## config.mk

```make
export PLATFORM = sky130hd
export DESIGN_NAME = swz_bit6_top
export DESIGN_NICKNAME = d
export VERILOG_FILES = /design/src/rtl/swz_pkg.sv /design/src/rtl/swz_cfg_decode.sv /design/src/rtl/swz_mode_pick.sv /design/src/rtl/swz_xor_unit.sv /design/src/rtl/swz_bit6_top.sv
export SDC_FILE = /design/constraint.sdc
export NUM_CORES = 1
export LEC_CHECK = 0
export BUFFER_PORTS_ARGS = -buffer_cell sky130_fd_sc_hd__clkbuf_2
export CORE_ASPECT_RATIO = 0.8
export CORE_UTILIZATION = 35
export CTS_CLUSTER_SIZE = 16
export DETAILED_ROUTE_END_ITERATION = 10
export PLACE_DENSITY = 0.76
export SLEW_MARGIN = 20
export SYNTH_ARGS = -nofsm -noshare
export SYNTH_HDL_FRONTEND = slang
export SYNTH_SLANG_ARGS = --single-unit
```

## constraint.sdc

```tcl
create_clock -name clk_i -period 0.8 [get_ports clk_i]
set_clock_uncertainty 0.2 [all_clocks]
set_input_delay 0 -clock clk_i [delete_from_list [all_inputs] [get_ports clk_i]]
set_output_delay 0 -clock clk_i [all_outputs]
set_load 0.02 [all_outputs]
```

## src/rtl/swz_pkg.sv

```systemverilog
package swz_pkg;
  typedef enum logic [2:0] {
    SWZ_NONE    = 3'd0,
    SWZ_9       = 3'd1,
    SWZ_9_10    = 3'd2,
    SWZ_9_11    = 3'd3,
    SWZ_9_10_11 = 3'd4,
    SWZ_9_17    = 3'd5,
    SWZ_9_10_17 = 3'd6,
    SWZ_UNK     = 3'd7
  } swz_mode_e;

  typedef enum logic [1:0] {
    TILE_LIN = 2'd0,
    TILE_X   = 2'd1,
    TILE_Y   = 2'd2,
    TILE_RSV = 2'd3
  } tile_e;

  typedef enum logic [1:0] {
    CH_SINGLE = 2'd0,
    CH_ASYM   = 2'd1,
    CH_INTLV  = 2'd2,
    CH_RSV    = 2'd3
  } chan_e;

  localparam int TGT_BIT = 6;
  localparam int NTAP    = 4;
  // tap order: 9, 10, 11, 17
  localparam int TAP_POS [NTAP] = '{9, 10, 11, 17};
  localparam int MIN_ADDR_W = 18;
endpackage

```

## src/rtl/swz_cfg_decode.sv

```systemverilog
module swz_cfg_decode
  import swz_pkg::*;
#(
  parameter int SIZE_W = 16
) (
  input  logic              cfg_sel_i,
  input  logic [1:0]        chan_mode_i,
  input  logic              xor_off_i,
  input  logic              xor_hi_i,
  input  logic              rd_fail_i,
  input  logic [SIZE_W-1:0] rank0_i,
  input  logic [SIZE_W-1:0] rank1_i,
  output swz_mode_e         mode_x_o,
  output swz_mode_e         mode_y_o
);
  swz_mode_e ctl_x, ctl_y, rnk_x, rnk_y;
  chan_e     chan;

  assign chan = chan_e'(chan_mode_i);

  always_comb begin
    ctl_x = SWZ_NONE;
    ctl_y = SWZ_NONE;
    if (chan == CH_INTLV) begin
      if (xor_off_i) begin
        ctl_x = SWZ_9_10;
        ctl_y = SWZ_9;
      end else if (!xor_hi_i) begin
        ctl_x = SWZ_9_10_11;
        ctl_y = SWZ_9_11;
      end else begin
        ctl_x = SWZ_9_10_17;
        ctl_y = SWZ_9_17;
      end
    end
    // failed read overrides the whole control word
    if (rd_fail_i) begin
      ctl_x = SWZ_UNK;
      ctl_y = SWZ_UNK;
    end
  end

  always_comb begin
    if (rank0_i == rank1_i) begin
      rnk_x = SWZ_9_10;
      rnk_y = SWZ_9;
    end else begin
      rnk_x = SWZ_NONE;
      rnk_y = SWZ_NONE;
    end
  end

  assign mode_x_o = cfg_sel_i ? rnk_x : ctl_x;
  assign mode_y_o = cfg_sel_i ? rnk_y : ctl_y;
endmodule

```

## src/rtl/swz_mode_pick.sv

```systemverilog
module swz_mode_pick
  import swz_pkg::*;
(
  input  logic [1:0] tile_i,
  input  swz_mode_e  mode_x_i,
  input  swz_mode_e  mode_y_i,
  output swz_mode_e  mode_o,
  output logic       untile_o
);
  always_comb begin
    unique case (tile_e'(tile_i))
      TILE_X:  mode_o = mode_x_i;
      TILE_Y:  mode_o = mode_y_i;
      default: mode_o = SWZ_NONE;
    endcase
  end

  assign untile_o = (mode_o == SWZ_UNK);
endmodule

```

## src/rtl/swz_xor_unit.sv

```systemverilog
module swz_xor_unit
  import swz_pkg::*;
#(
  parameter int ADDR_W = 32
) (
  input  logic [ADDR_W-1:0] addr_i,
  input  swz_mode_e         mode_i,
  output logic [ADDR_W-1:0] addr_o
);
  logic [NTAP-1:0] tap_en;
  logic [NTAP-1:0] tap_bit;

  always_comb begin
    unique case (mode_i)
      SWZ_9:       tap_en = 4'b0001;
      SWZ_9_10:    tap_en = 4'b0011;
      SWZ_9_11:    tap_en = 4'b0101;
      SWZ_9_10_11: tap_en = 4'b0111;
      SWZ_9_17:    tap_en = 4'b1001;
      SWZ_9_10_17: tap_en = 4'b1011;
      default:     tap_en = 4'b0000;
    endcase
  end

  for (genvar t = 0; t < NTAP; t++) begin : g_tap
    assign tap_bit[t] = tap_en[t] & addr_i[TAP_POS[t]];
  end

  always_comb begin
    addr_o          = addr_i;
    addr_o[TGT_BIT] = addr_i[TGT_BIT] ^ (^tap_bit);
  end
endmodule

```

## src/rtl/swz_bit6_top.sv

```systemverilog
module swz_bit6_top
  import swz_pkg::*;
#(
  parameter int ADDR_W = 32,
  parameter int SIZE_W = 16
) (
  input  logic              clk_i,
  input  logic              rst_ni,
  input  logic              valid_i,
  input  logic [ADDR_W-1:0] addr_i,
  input  logic [1:0]        tile_i,
  input  logic              cfg_sel_i,
  input  logic [1:0]        chan_mode_i,
  input  logic              xor_off_i,
  input  logic              xor_hi_i,
  input  logic              rd_fail_i,
  input  logic [SIZE_W-1:0] rank0_i,
  input  logic [SIZE_W-1:0] rank1_i,
  output logic              valid_o,
  output logic [ADDR_W-1:0] addr_o,
  output logic [2:0]        mode_o,
  output logic              untileable_o
);
  localparam logic [ADDR_W-1:0] KEEP_MASK = ~(ADDR_W'(1) << TGT_BIT);

  initial begin
    if (ADDR_W < MIN_ADDR_W) $error("ADDR_W too small for tap bit 17");
  end

  swz_mode_e mode_x, mode_y, mode_sel;
  logic      untile_c;
  logic [ADDR_W-1:0] addr_c;

  swz_cfg_decode #(.SIZE_W(SIZE_W)) cfg_dec_i (
    .cfg_sel_i   (cfg_sel_i),
    .chan_mode_i (chan_mode_i),
    .xor_off_i   (xor_off_i),
    .xor_hi_i    (xor_hi_i),
    .rd_fail_i   (rd_fail_i),
    .rank0_i     (rank0_i),
    .rank1_i     (rank1_i),
    .mode_x_o    (mode_x),
    .mode_y_o    (mode_y)
  );

  swz_mode_pick pick_i (
    .tile_i   (tile_i),
    .mode_x_i (mode_x),
    .mode_y_i (mode_y),
    .mode_o   (mode_sel),
    .untile_o (untile_c)
  );

  swz_xor_unit #(.ADDR_W(ADDR_W)) xor_i (
    .addr_i (addr_i),
    .mode_i (mode_sel),
    .addr_o (addr_c)
  );

  logic              valid_q;
  logic [ADDR_W-1:0] addr_q;
  logic [2:0]        mode_q;
  logic              untile_q;

  always_ff @(posedge clk_i or negedge rst_ni) begin
    if (!rst_ni) begin
      valid_q  <= 1'b0;
      addr_q   <= '0;
      mode_q   <= 3'd0;
      untile_q <= 1'b0;
    end else begin
      valid_q  <= valid_i;
      addr_q   <= addr_c;
      mode_q   <= mode_sel;
      untile_q <= untile_c;
    end
  end

  assign valid_o      = valid_q;
  assign addr_o       = addr_q;
  assign mode_o       = mode_q;
  assign untileable_o = untile_q;


  keep_bits_chk: assert property (@(posedge clk_i) disable iff (!rst_ni)
    valid_o |-> ((addr_o & KEEP_MASK) == ($past(addr_i) & KEEP_MASK)));


  linear_pass_chk: assert property (@(posedge clk_i) disable iff (!rst_ni)
    (valid_o && ($past(tile_i) == TILE_LIN || $past(tile_i) == TILE_RSV))
      |-> (addr_o == $past(addr_i) && mode_o == 3'd0));


  unknown_pass_chk: assert property (@(posedge clk_i) disable iff (!rst_ni)
    (valid_o && untileable_o) |-> (mode_o == 3'd7 && addr_o == $past(addr_i)));


  none_bit6_chk: assert property (@(posedge clk_i) disable iff (!rst_ni)
    (valid_o && mode_o == 3'd0) |-> (addr_o[TGT_BIT] == $past(addr_i[TGT_BIT])));


  untile_flag_chk: assert property (@(posedge clk_i) disable iff (!rst_ni)
    untileable_o == (mode_o == 3'd7));
endmodule

```

==> reports/results.ini, run 1 <==
[grt]
track_usage = 0.187
grt_pass1_vias = 1414
grt_pass1_wl_microns = 6010
grt_max_degree = 38
globalRouteOverflowTotal = 0
antenna_found_initial = 0

[floorplanning]
io_pins = 112
dieArea_sq_um = 4290
rows = 20
fp.dieH_microns = 58.8
design.core.area_sq_um = 3830
chipWidth_microns = 73.0
start_util = 0.368

[sta]
finalCriticalPeriod_ns = 2.12
tightest_slew_ns = 0.332
rsz0062_at_grt = true
max-slew-margin-rel = 0.779
maxSlewViolCount = 0
fin_setup_tns_ns = -11.19
post-route-period-util = 2.64
max_freq_mhz = 473
worst_slack_ns = -1.32
holdWs_ns = -0.340
finalSetupViolations = 42
hold_viol = 3

[worst_setup_path]
critPathRequiredTime_ns = 0.76
crit_path_max_fanout = 2
crit_path_start_kind = primary input
max_stage_delay_ns = 0.50
crit_slowest_cell = or4b_4
path_class = primary input to flop
crit_chain = clkbuf_16, inv_12, ha_4, or4b_4, a21o_1, a21o_1, or4b_4, o211a_1, o32ai_2, xnor2_1
critical_path_buf_inv_count = 2
cp.arrival_ns = 2.08
end_kind = flop
cp_top_family = simple AND/OR/NAND/NOR gates

[route]
antenna_left = 0
remaining_drc_errors = 0
avgRoutedWirePerCell_microns = 14.5
drt_iter0_drc = 44
via_per_inst = 4.51
vias = 1483
dr.pass1.iters = 3
wl_microns = 4770

[placement]
finalWeightedCongestion = 0.777
hpwl_microns = 2670
portBuffers = 111

[synth]
yosys.area.top_type = dfrtp_1
synth.distinct_cells = 32
syn_area_per_cell_sq_um = 14.0
ys_seq_area_frac = 0.657
synth.ff_latch_count = 37
syn-num-nets = 178
synth_common_cells = 37 x dfrtp_1, 18 x xnor2_1, 6 x nand4_1, 4 x inv_1, 4 x nor2_1
post-synth-top-count-cell = dfrtp_1
yosys-top-cells-area = dfrtp_1 66%, xnor2_1 11%, nand4_1 2.7%
synth_edf_count = 0
syn_inst = 101
ys.flop_type = dfrtp_1
async_reset_ff_frac = 1.00
ys.warnings.count = 0
synth_area_sq_um = 1410
synth_top_area_share = 0.657

[worst_hold_path]
min_path_cells = 1
worstHoldStart = addr_i[11]
worstHoldPathType = primary input to flop
whs_endpoint = addr_o[11]$_DFF_PN0_

[power_and_ir_drop]
p_leak_nw = 1.44
powerDensity_nw_per_um2 = 1460
ir_drop_mv = 0.769

[clock_network]
clk_pin_slew_ns = 0.07
cts_hold_buf = 32
cts_max_path_buffers = 2
cts.sinks = 37
numCtsBuffers = 5
cts-root-buf = clkbuf_8
cts_tree = built
htreeDepth = 2

[run_status]
status = finished, violations left
violations = hold timing, setup timing

[final_layout]
fin_nets = 350
num-fill-cells = 237
area_delta_synth_final_pct = 111
n_antenna_cell = 0
drive_gt1_frac = 0.584

[run]
maxCapViolations = 0

-- metal layers --
metal / global-route usage / up-vias / part of all wire
li1: - / 703 / -
met1: 0.184 / 687 / 0.37
met2: 0.378 / 87 / 0.53
met3: 0.0462 / 6 / 0.088
met4: 0.0672 / 0 / 0.010
met5: 0 / - / 0
-- where the power goes --
part	total [mW]	switching (mW)	internal, mW	leakage [nW]
sequential	2.02	0.0530	1.97	0.440
combinational	1.11	0.472	0.638	0.952
clock	1.22	0.618	0.603	0.0450
-- flip-flops by register name, indices dropped and copies added (netlist names) --
name,cells
addr_o,32
mode_o,3
untileable_o,1
valid_o,1
-- layout by cell type, fill, tap and decap left out, types with 2 or more instances in the layout --
master / n
nor2_1: 3
buf_4: 13
buf_6: 45
or4b_4: 2
inv_2: 2
a21o_1: 2
xnor2_1: 18
nand4_1: 6
dlygate4sd3_1: 32
clkbuf_8: 5
clkinv_2: 2
o21ai_0: 2
a21oi_1: 2
clkbuf_2: 73
ha_4: 2
dfrtp_1: 37
-- cell type report --
cell class | count | area (sq um) | area share
flip-flops and latches | 37 | 926 | 0.311
repair buffers | 165 | 1340 | 0.448
multi-input cells | 60 | 542 | 0.182
clock buffers | 6 | 72.6 | 0.0243
clock inverters | 2 | 10.0 | 0.00336
inverters | 4 | 27.5 | 0.00923
well taps | 55 | 68.8 | 0.0231
-- how the worst max path moves through the flow --
stage	startpoint	end	slack, ns	cells after the start
2_1_floorplan	tile_i[0]	addr_o[6]$_DFF_PN0_	-1.47	9
3_3_place_gp	tile_i[0]	addr_o[6]$_DFF_PN0_	-1.70	10
3_5_place_dp	tile_i[0]	addr_o[6]$_DFF_PN0_	-1.78	10
4_1_cts	tile_i[0]	addr_o[6]$_DFF_PN0_	-1.31	10
5_1_grt	tile_i[0]	addr_o[6]$_DFF_PN0_	-1.33	10
6_report	tile_i[0]	addr_o[6]$_DFF_PN0_	-1.32	10
-- kinds of logic after synthesis --
kind of cell / Yosys count / share of synthesized area
compound gates: 17 / 0.0976
xor+xnor: 18 / 0.112
fa+ha+maj: 2 / 0.0177
buf+inv: 4 / 0.0106
flops: 37 / 0.657
simple gates: 23 / 0.106
-- repair_timing --
item                                   in CTS  in global routing
gates resized for setup                    15                121
pin swaps                                   7                  6
buffers inserted                            2                  5
setup endpoints to repair                  42                 42
endpoints found under the hold margin      72                  2
-- through the flow --
stage | setup WS [ns] | power, mW | cell area (sq um) | utilization | cells
6_report | -1.32 | 4.35 | 2980 | 0.779 | 329
5_1_grt | -1.33 | 4.54 | 2980 | 0.779 | 329
4_1_cts | -1.31 | 4.15 | 2690 | 0.702 | 325
3_5_place_dp | -1.78 | 2.80 | 2200 | 0.574 | 283
3_3_place_gp | -1.70 | 2.78 | 2200 | 0.574 | 283
2_1_floorplan | -1.47 | 2.36 | 1440 | - | 101
Power figures use the tool's default switching activity.
==> run 2: changes to the inputs <==
Settings changed: ABC_AREA from default to 1, CORE_UTILIZATION 35 to 37.
==> reports/results.ini, run 2 <==
[synth]
ys.warnings.count = 0  ; unchanged
synth.ff_latch_count = 37  ; unchanged
syn-num-nets = 269  ; was 178
synth_area_sq_um = 1600  ; was 1410 sq um
syn_area_per_cell_sq_um = 8.32  ; was 14.0 sq um
yosys-top-cells-area = dfrtp_1 58%, nand2_1 14%, inv_1 10%  ; was dfrtp_1 66%, xnor2_1 11%, nand4_1 2.7%
syn_inst = 192  ; was 101
synth_top_area_share = 0.579  ; was 0.657
synth_edf_count = 0  ; unchanged
ys_seq_area_frac = 0.579  ; was 0.657
async_reset_ff_frac = 1.00  ; unchanged
post-synth-top-count-cell = nand2_1  ; was dfrtp_1
synth_common_cells = 58 x nand2_1, 43 x inv_1, 37 x dfrtp_1, 26 x nor2_1, 9 x nand3_1  ; was 37 x dfrtp_1, 18 x xnor2_1, 6 x nand4_1, 4 x inv_1, 4 x nor2_1
yosys.area.top_type = dfrtp_1  ; unchanged
synth.distinct_cells = 16  ; was 32
ys.flop_type = dfrtp_1  ; unchanged

[floorplanning]
dieArea_sq_um = 4590  ; was 4290 sq um
rows = 20  ; unchanged
chipWidth_microns = 75.5  ; was 73.0 microns
io_pins = 112  ; unchanged
fp.dieH_microns = 60.8  ; was 58.8 microns
design.core.area_sq_um = 3950  ; was 3830 sq um
start_util = 0.404  ; was 0.368

[grt]
grt_pass1_wl_microns = 7400  ; was 6010 microns
track_usage = 0.223  ; was 0.187
antenna_found_initial = 1  ; was 0
grt_max_degree = 38  ; unchanged
globalRouteOverflowTotal = 0  ; unchanged
grt_pass1_vias = 1730  ; was 1414

[clock_network]
clk_pin_slew_ns = 0.07  ; about the same
cts.sinks = 37  ; unchanged
numCtsBuffers = 5  ; unchanged
cts_max_path_buffers = 2  ; unchanged
cts_tree = built  ; unchanged
cts-root-buf = clkbuf_8  ; unchanged
htreeDepth = 2  ; unchanged

[run_status]
status = finished, violations left  ; unchanged
violations = hold timing, setup timing  ; unchanged

[power_and_ir_drop]
p_leak_nw = 1.76  ; was 1.44 nW
ir_drop_mv = 0.760  ; was 0.769 mV
powerDensity_nw_per_um2 = 1420  ; was 1460 nW/um^2

[final_layout]
area_delta_synth_final_pct = 94.4  ; was 111%
layout_commonest_cell = clkbuf_2  ; unchanged
fin_nets = 433  ; was 350
final_cell_mix = 70 x clkbuf_2, 54 x nand2_1, 41 x buf_6  ; was 73 x clkbuf_2, 45 x buf_6, 37 x dfrtp_1
drive_gt1_frac = 0.465  ; was 0.584
largest_reg_flops = 32  ; unchanged

[placement]
portBuffers = 111  ; unchanged
finalWeightedCongestion = 0.738  ; was 0.777
hpwl_microns = 3230  ; was 2670 microns

[worst_setup_path]
crit_chain = clkbuf_2, nor2_1, nor2_1, nor2_2, nand2_1, nor2_2, nand2_2, nand2_4, nand2_4, nand2_2, nand2_2, nand2_2, nand2_1, nand2_1, nand2_1, nand2_1, nand2_1  ; was clkbuf_16, inv_12, ha_4, or4b_4, a21o_1, a21o_1, or4b_4, o211a_1, o32ai_2, xnor2_1
path_class = primary input to flop  ; unchanged
cp_common_cell = nand2_1
end_kind = flop  ; unchanged
critPathRequiredTime_ns = 0.78  ; was 0.76 ns
cp.arrival_ns = 1.41  ; was 2.08 ns
crit_path_max_fanout = 8  ; was 2
crit_slowest_cell = nor2_2  ; was or4b_4
max_stage_delay_ns = 0.14  ; was 0.50 ns
crit_path_start_kind = primary input  ; unchanged

[worst_hold_path]
min_path_cells = 6  ; was 1
whs_endpoint = addr_o[6]$_DFF_PN0_  ; was addr_o[11]$_DFF_PN0_
worstHoldStart = addr_i[6]  ; was addr_i[11]
worstHoldPathType = primary input to flop  ; unchanged

[route]
drt_iter0_drc = 114  ; was 44
dr.pass1.iters = 4  ; was 3
via_per_inst = 4.64  ; was 4.51
wl_microns = 6740  ; was 4770 microns
avgRoutedWirePerCell_microns = 16.4  ; was 14.5 microns
remaining_drc_errors = 0  ; unchanged
vias = 1908  ; was 1483
antenna_left = 0  ; unchanged

[sta]
finalSetupViolations = 42  ; unchanged
max_freq_mhz = 698  ; was 473 MHz
rsz0062_at_grt = true  ; unchanged
fin_setup_tns_ns = -9.42  ; was -11.19 ns
hold_viol = 1  ; was 3
post-route-period-util = 1.79  ; was 2.64
tightest_slew_ns = 0.234  ; was 0.332 ns
maxSlewViolCount = 0  ; unchanged
holdWs_ns = -0.0396  ; was -0.340 ns
worst_slack_ns = -0.632  ; was -1.32 ns
max-slew-margin-rel = 0.844  ; was 0.779
finalCriticalPeriod_ns = 1.43  ; was 2.12 ns

[run]
maxCapViolations = 0  ; unchanged

-- run 2: cell count changes after synthesis, sizes merged, moves of 2 or more --
cell,change
inv,+40
nand2b,-2
nand4,-3
a21o,-2
nor3,-2
nand3,+11
nand2,+61
xnor2,-18
nor2,+23
or4b,-2
-- run 2: what timing repair did --
action,CTS,global route
gates resized for setup,14,129
setup buffers,5,2
endpoints found under the hold margin,70,1
pin swaps,5,24
hold buffers,33,1
setup endpoints to repair,42,43
-- run 2: layout make-up --
cell class / instances / area, sq um
repair buffers: 157 / 1270
flip-flops and latches: 37 / 926
fillers: 241 / 847
multi-input cells: 111 / 602
inverters: 44 / 168
clock buffers: 5 / 68.8
well taps: 55 / 68.8
clock inverters: 1 / 5.00
diodes: 1 / 2.50
-- run 2: cell families (layout without fill, tap and decap cells) --
group,count (synthesis),after routing,synth area share
other,0,1,0
DFF,37,37,0.579
and+or+nand+nor,104,104,0.276
adders and majority gates,2,2,0.0157
buffers and inverters,44,207,0.103
AOI/OAI and AO/OA,5,5,0.0258
-- run 2: worst max path at each step --
stage,start,endpoint,slack (ns),cells past startpoint
6_report,rank1_i[5],addr_o[6]$_DFF_PN0_,-0.63,17
5_1_grt,rank0_i[10],addr_o[6]$_DFF_PN0_,-0.86,16
4_1_cts,rank1_i[12],addr_o[6]$_DFF_PN0_,-0.51,17
3_5_place_dp,rank1_i[4],addr_o[6]$_DFF_PN0_,-0.84,16
3_3_place_gp,rank1_i[9],addr_o[6]$_DFF_PN0_,-0.75,15
2_1_floorplan,tile_i[1],addr_o[6]$_DFF_PN0_,-0.55,12
-- run 2: power by group --
| group | switching, mW | total [mW] | internal (mW) |
|---|---|---|---|
| logic | 0.564 | 1.16 | 0.593 |
| clock network | 0.668 | 1.24 | 0.574 |
| registers | 0.0618 | 2.03 | 1.96 |
-- run 2: metrics by stage --
| step | utilization | worst slack, ns | total power [mW] | area, sq um | instances |
|---|---|---|---|---|---|
| floorplan | - | -0.546 | 2.38 | 1620 | 192 |
| finish | 0.786 | -0.632 | 4.43 | 3110 | 411 |
| global route | 0.786 | -0.857 | 4.60 | 3110 | 411 |
| global placement | 0.590 | -0.754 | 2.78 | 2330 | 368 |
| CTS | 0.708 | -0.506 | 4.10 | 2800 | 409 |
| detailed placement | 0.590 | -0.840 | 2.80 | 2330 | 368 |
-- run 2: critical path, delay by kind of cell --
family	cells	cell delay, ns
simple gates	16	1.30
buf+inv	1	0.10
-- run 2: layer usage --
layer	wire [microns]	vias to the layer above	track usage
li1	-	887	-
met1	2440	877	0.209
met2	3510	119	0.462
met3	561	25	0.0498
met4	231	0	0.0926
met5	0	-	0
==> run 3: changes to the inputs <==
Settings changed: SETUP_SLACK_MARGIN from default to 0.4.
==> reports/results.ini, run 3 (synthesized netlist as in run 2, its figures left out) <==
[route]
remaining_drc_errors = 0  ; unchanged
wl_microns = 4560  ; was 6740 microns
via_per_inst = 4.28  ; was 4.64
drt_iter0_drc = 47  ; was 114
dr.pass1.iters = 4  ; unchanged
vias = 1623  ; was 1908
antenna_left = 0  ; unchanged
avgRoutedWirePerCell_microns = 12.0  ; was 16.4 microns

[sta]
holdWs_ns = -0.501  ; was -0.0396 ns
finalCriticalPeriod_ns = 1.35  ; was 1.43 ns
finalSetupViolations = 41  ; was 42
rsz0062_at_grt = true  ; unchanged
post-route-period-util = 1.68  ; was 1.79
maxSlewViolCount = 0  ; unchanged
worst_slack_ns = -0.545  ; was -0.632 ns
max_freq_mhz = 743  ; was 698 MHz
tightest_slew_ns = 0.210  ; was 0.234 ns
max-slew-margin-rel = 0.859  ; was 0.844
hold_viol = 70  ; was 1
fin_setup_tns_ns = -8.31  ; was -9.42 ns

[grt]
track_usage = 0.179  ; was 0.223
grt_pass1_vias = 1506  ; was 1730
grt_max_degree = 38  ; unchanged
globalRouteOverflowTotal = 0  ; unchanged
antenna_found_initial = 0  ; was 1
grt_pass1_wl_microns = 6090  ; was 7400 microns

[worst_setup_path]
cp.arrival_ns = 1.32  ; was 1.41 ns
critPathRequiredTime_ns = 0.77  ; was 0.78 ns
path_class = primary input to flop  ; unchanged
crit_path_start_kind = primary input  ; unchanged
crit_path_max_fanout = 8  ; unchanged
end_kind = flop  ; unchanged

[clock_network]
cts_max_path_buffers = 2  ; unchanged
numCtsBuffers = 5  ; unchanged
cts-root-buf = clkbuf_8  ; unchanged
clk_pin_slew_ns = 0.07  ; about the same
htreeDepth = 2  ; unchanged
cts_tree = built  ; unchanged
cts.sinks = 37  ; unchanged

[final_layout]
drive_gt1_frac = 0.509  ; was 0.465
num-fill-cells = 297  ; was 241
area_delta_synth_final_pct = 76.1  ; was 94.4%
n_antenna_cell = 0  ; was 1
post-route-util = 0.712  ; was 0.786
fin_nets = 402  ; was 433
layout_commonest_cell = clkbuf_2  ; unchanged
fin_area_sq_um = 2810  ; was 3110 sq um
final_cell_mix = 69 x clkbuf_2, 55 x nand2_1, 44 x buf_6  ; was 70 x clkbuf_2, 54 x nand2_1, 41 x buf_6
largest_reg_flops = 32  ; unchanged
final_cells = 379  ; was 411

[placement]
hpwl_microns = 3230  ; unchanged
finalWeightedCongestion = 0.738  ; unchanged
portBuffers = 111  ; unchanged
placed_cells = 368  ; unchanged
placed_area_sq_um = 2330  ; unchanged

[run]
maxCapViolations = 0  ; unchanged

[power_and_ir_drop]
powerDensity_nw_per_um2 = 1470  ; was 1420 nW/um^2
ir_drop_mv = 0.835  ; was 0.760 mV
p_clk_frac = 0.274  ; was 0.281
seqPwrFrac = 0.488  ; was 0.458
power.internal_mw = 3.03  ; was 3.13 mW
power_frac_comb = 0.238  ; was 0.262
p_switching_mw = 1.09  ; was 1.29 mW
p_sw_frac = 0.265  ; was 0.292
p_leak_nw = 1.63  ; was 1.76 nW

[floorplanning]
rows = 20  ; unchanged
chipWidth_microns = 75.5  ; unchanged
io_pins = 112  ; unchanged
dieArea_sq_um = 4590  ; unchanged
start_util = 0.404  ; unchanged
design.core.area_sq_um = 3950  ; unchanged
fp.dieH_microns = 60.8  ; unchanged

[worst_hold_path]
worstHoldPathType = primary input to asynchronous set/reset pin  ; was primary input to flop

[run_status]
status = finished, violations left  ; unchanged
violations = hold timing, setup timing  ; unchanged

[run 3: cell types whose count changed in the layout (fill, tap and decap cells not counted), sizes merged]
cell	previous run	this run
diode	1	0
clkbuf	76	74
dlygate4sd3	33	0
buf	53	57
[run 3: power by group through the flow]
stage / Clock (mW) / Sequential [mW] / Combinational, mW
floorplan: 0 / 2.15 / 0.229
global placement: 0 / 2.02 / 0.755
detailed placement: 0 / 2.02 / 0.776
CTS: 1.17 / 1.99 / 0.818
global route: 1.24 / 2.02 / 1.08
finish: 1.13 / 2.01 / 0.981
[run 3: metrics by stage]
step           total power [mW]  setup WS, ns
2_1_floorplan              2.38        -0.546
4_1_cts                    3.97        -0.506
6_report                   4.13        -0.545
3_5_place_dp               2.80        -0.840
5_1_grt                    4.34        -0.705
3_3_place_gp               2.78        -0.754
[run 3: worst paths after layout]
path | from | to | slack (ns) | cells past startpoint
setup / recovery | rank1_i[4] | addr_o[6]$_DFF_PN0_ | -0.55 | 18
hold / removal | rst_ni | addr_o[31]$_DFF_PN0_ | -0.50 | 2
max in group asynchronous | rst_ni | addr_o[28]$_DFF_PN0_ | 0.72 | 2
min in group clk_i | addr_i[0] | addr_o[0]$_DFF_PN0_ | -0.38 | 1
[run 3: layout make-up]
class	instances	area [sq um]	share of cell area
Multi-Input combinational cell	111	609	0.217
Inverter	44	170	0.0605
Sequential cell	37	926	0.329
Tap cell	55	68.8	0.0245
Clock buffer	5	68.8	0.0245
Clock inverter	1	5.00	0.00178
Timing Repair Buffer	126	966	0.343
[run 3: critical path: stages]
cell	delay, ns
clkbuf_2	0.10
inv_1	0.05
nand2_1	0.07
nand2_1	0.06
nor2_2	0.12
nand2_1	0.07
nor2_2	0.10
nand2_2	0.08
nand2_4	0.11
nand2_2	0.07
nand2_2	0.07
nand2_2	0.05
nand2_2	0.06
nand2_1	0.05
nand2_1	0.08
nand2_1	0.06
nand2_1	0.06
nand2_1	0.04
[run 3: per-layer routing]
| layer | track usage | vias to the layer above | wire length [microns] |
|---|---|---|---|
| li1 | - | 828 | - |
| met1 | 0.175 | 724 | 1610 |
| met2 | 0.355 | 65 | 2460 |
| met3 | 0.0631 | 6 | 421 |
| met4 | 0.0529 | 0 | 63 |
| met5 | 0 | - | 0 |
[run 3: timing repair]
action	CTS	global route
gates resized for setup	16	133
setup buffers	4	1
gates cloned	0	0
pin swaps	5	18
setup endpoints to repair	42	42
endpoints found under the hold margin	70	70
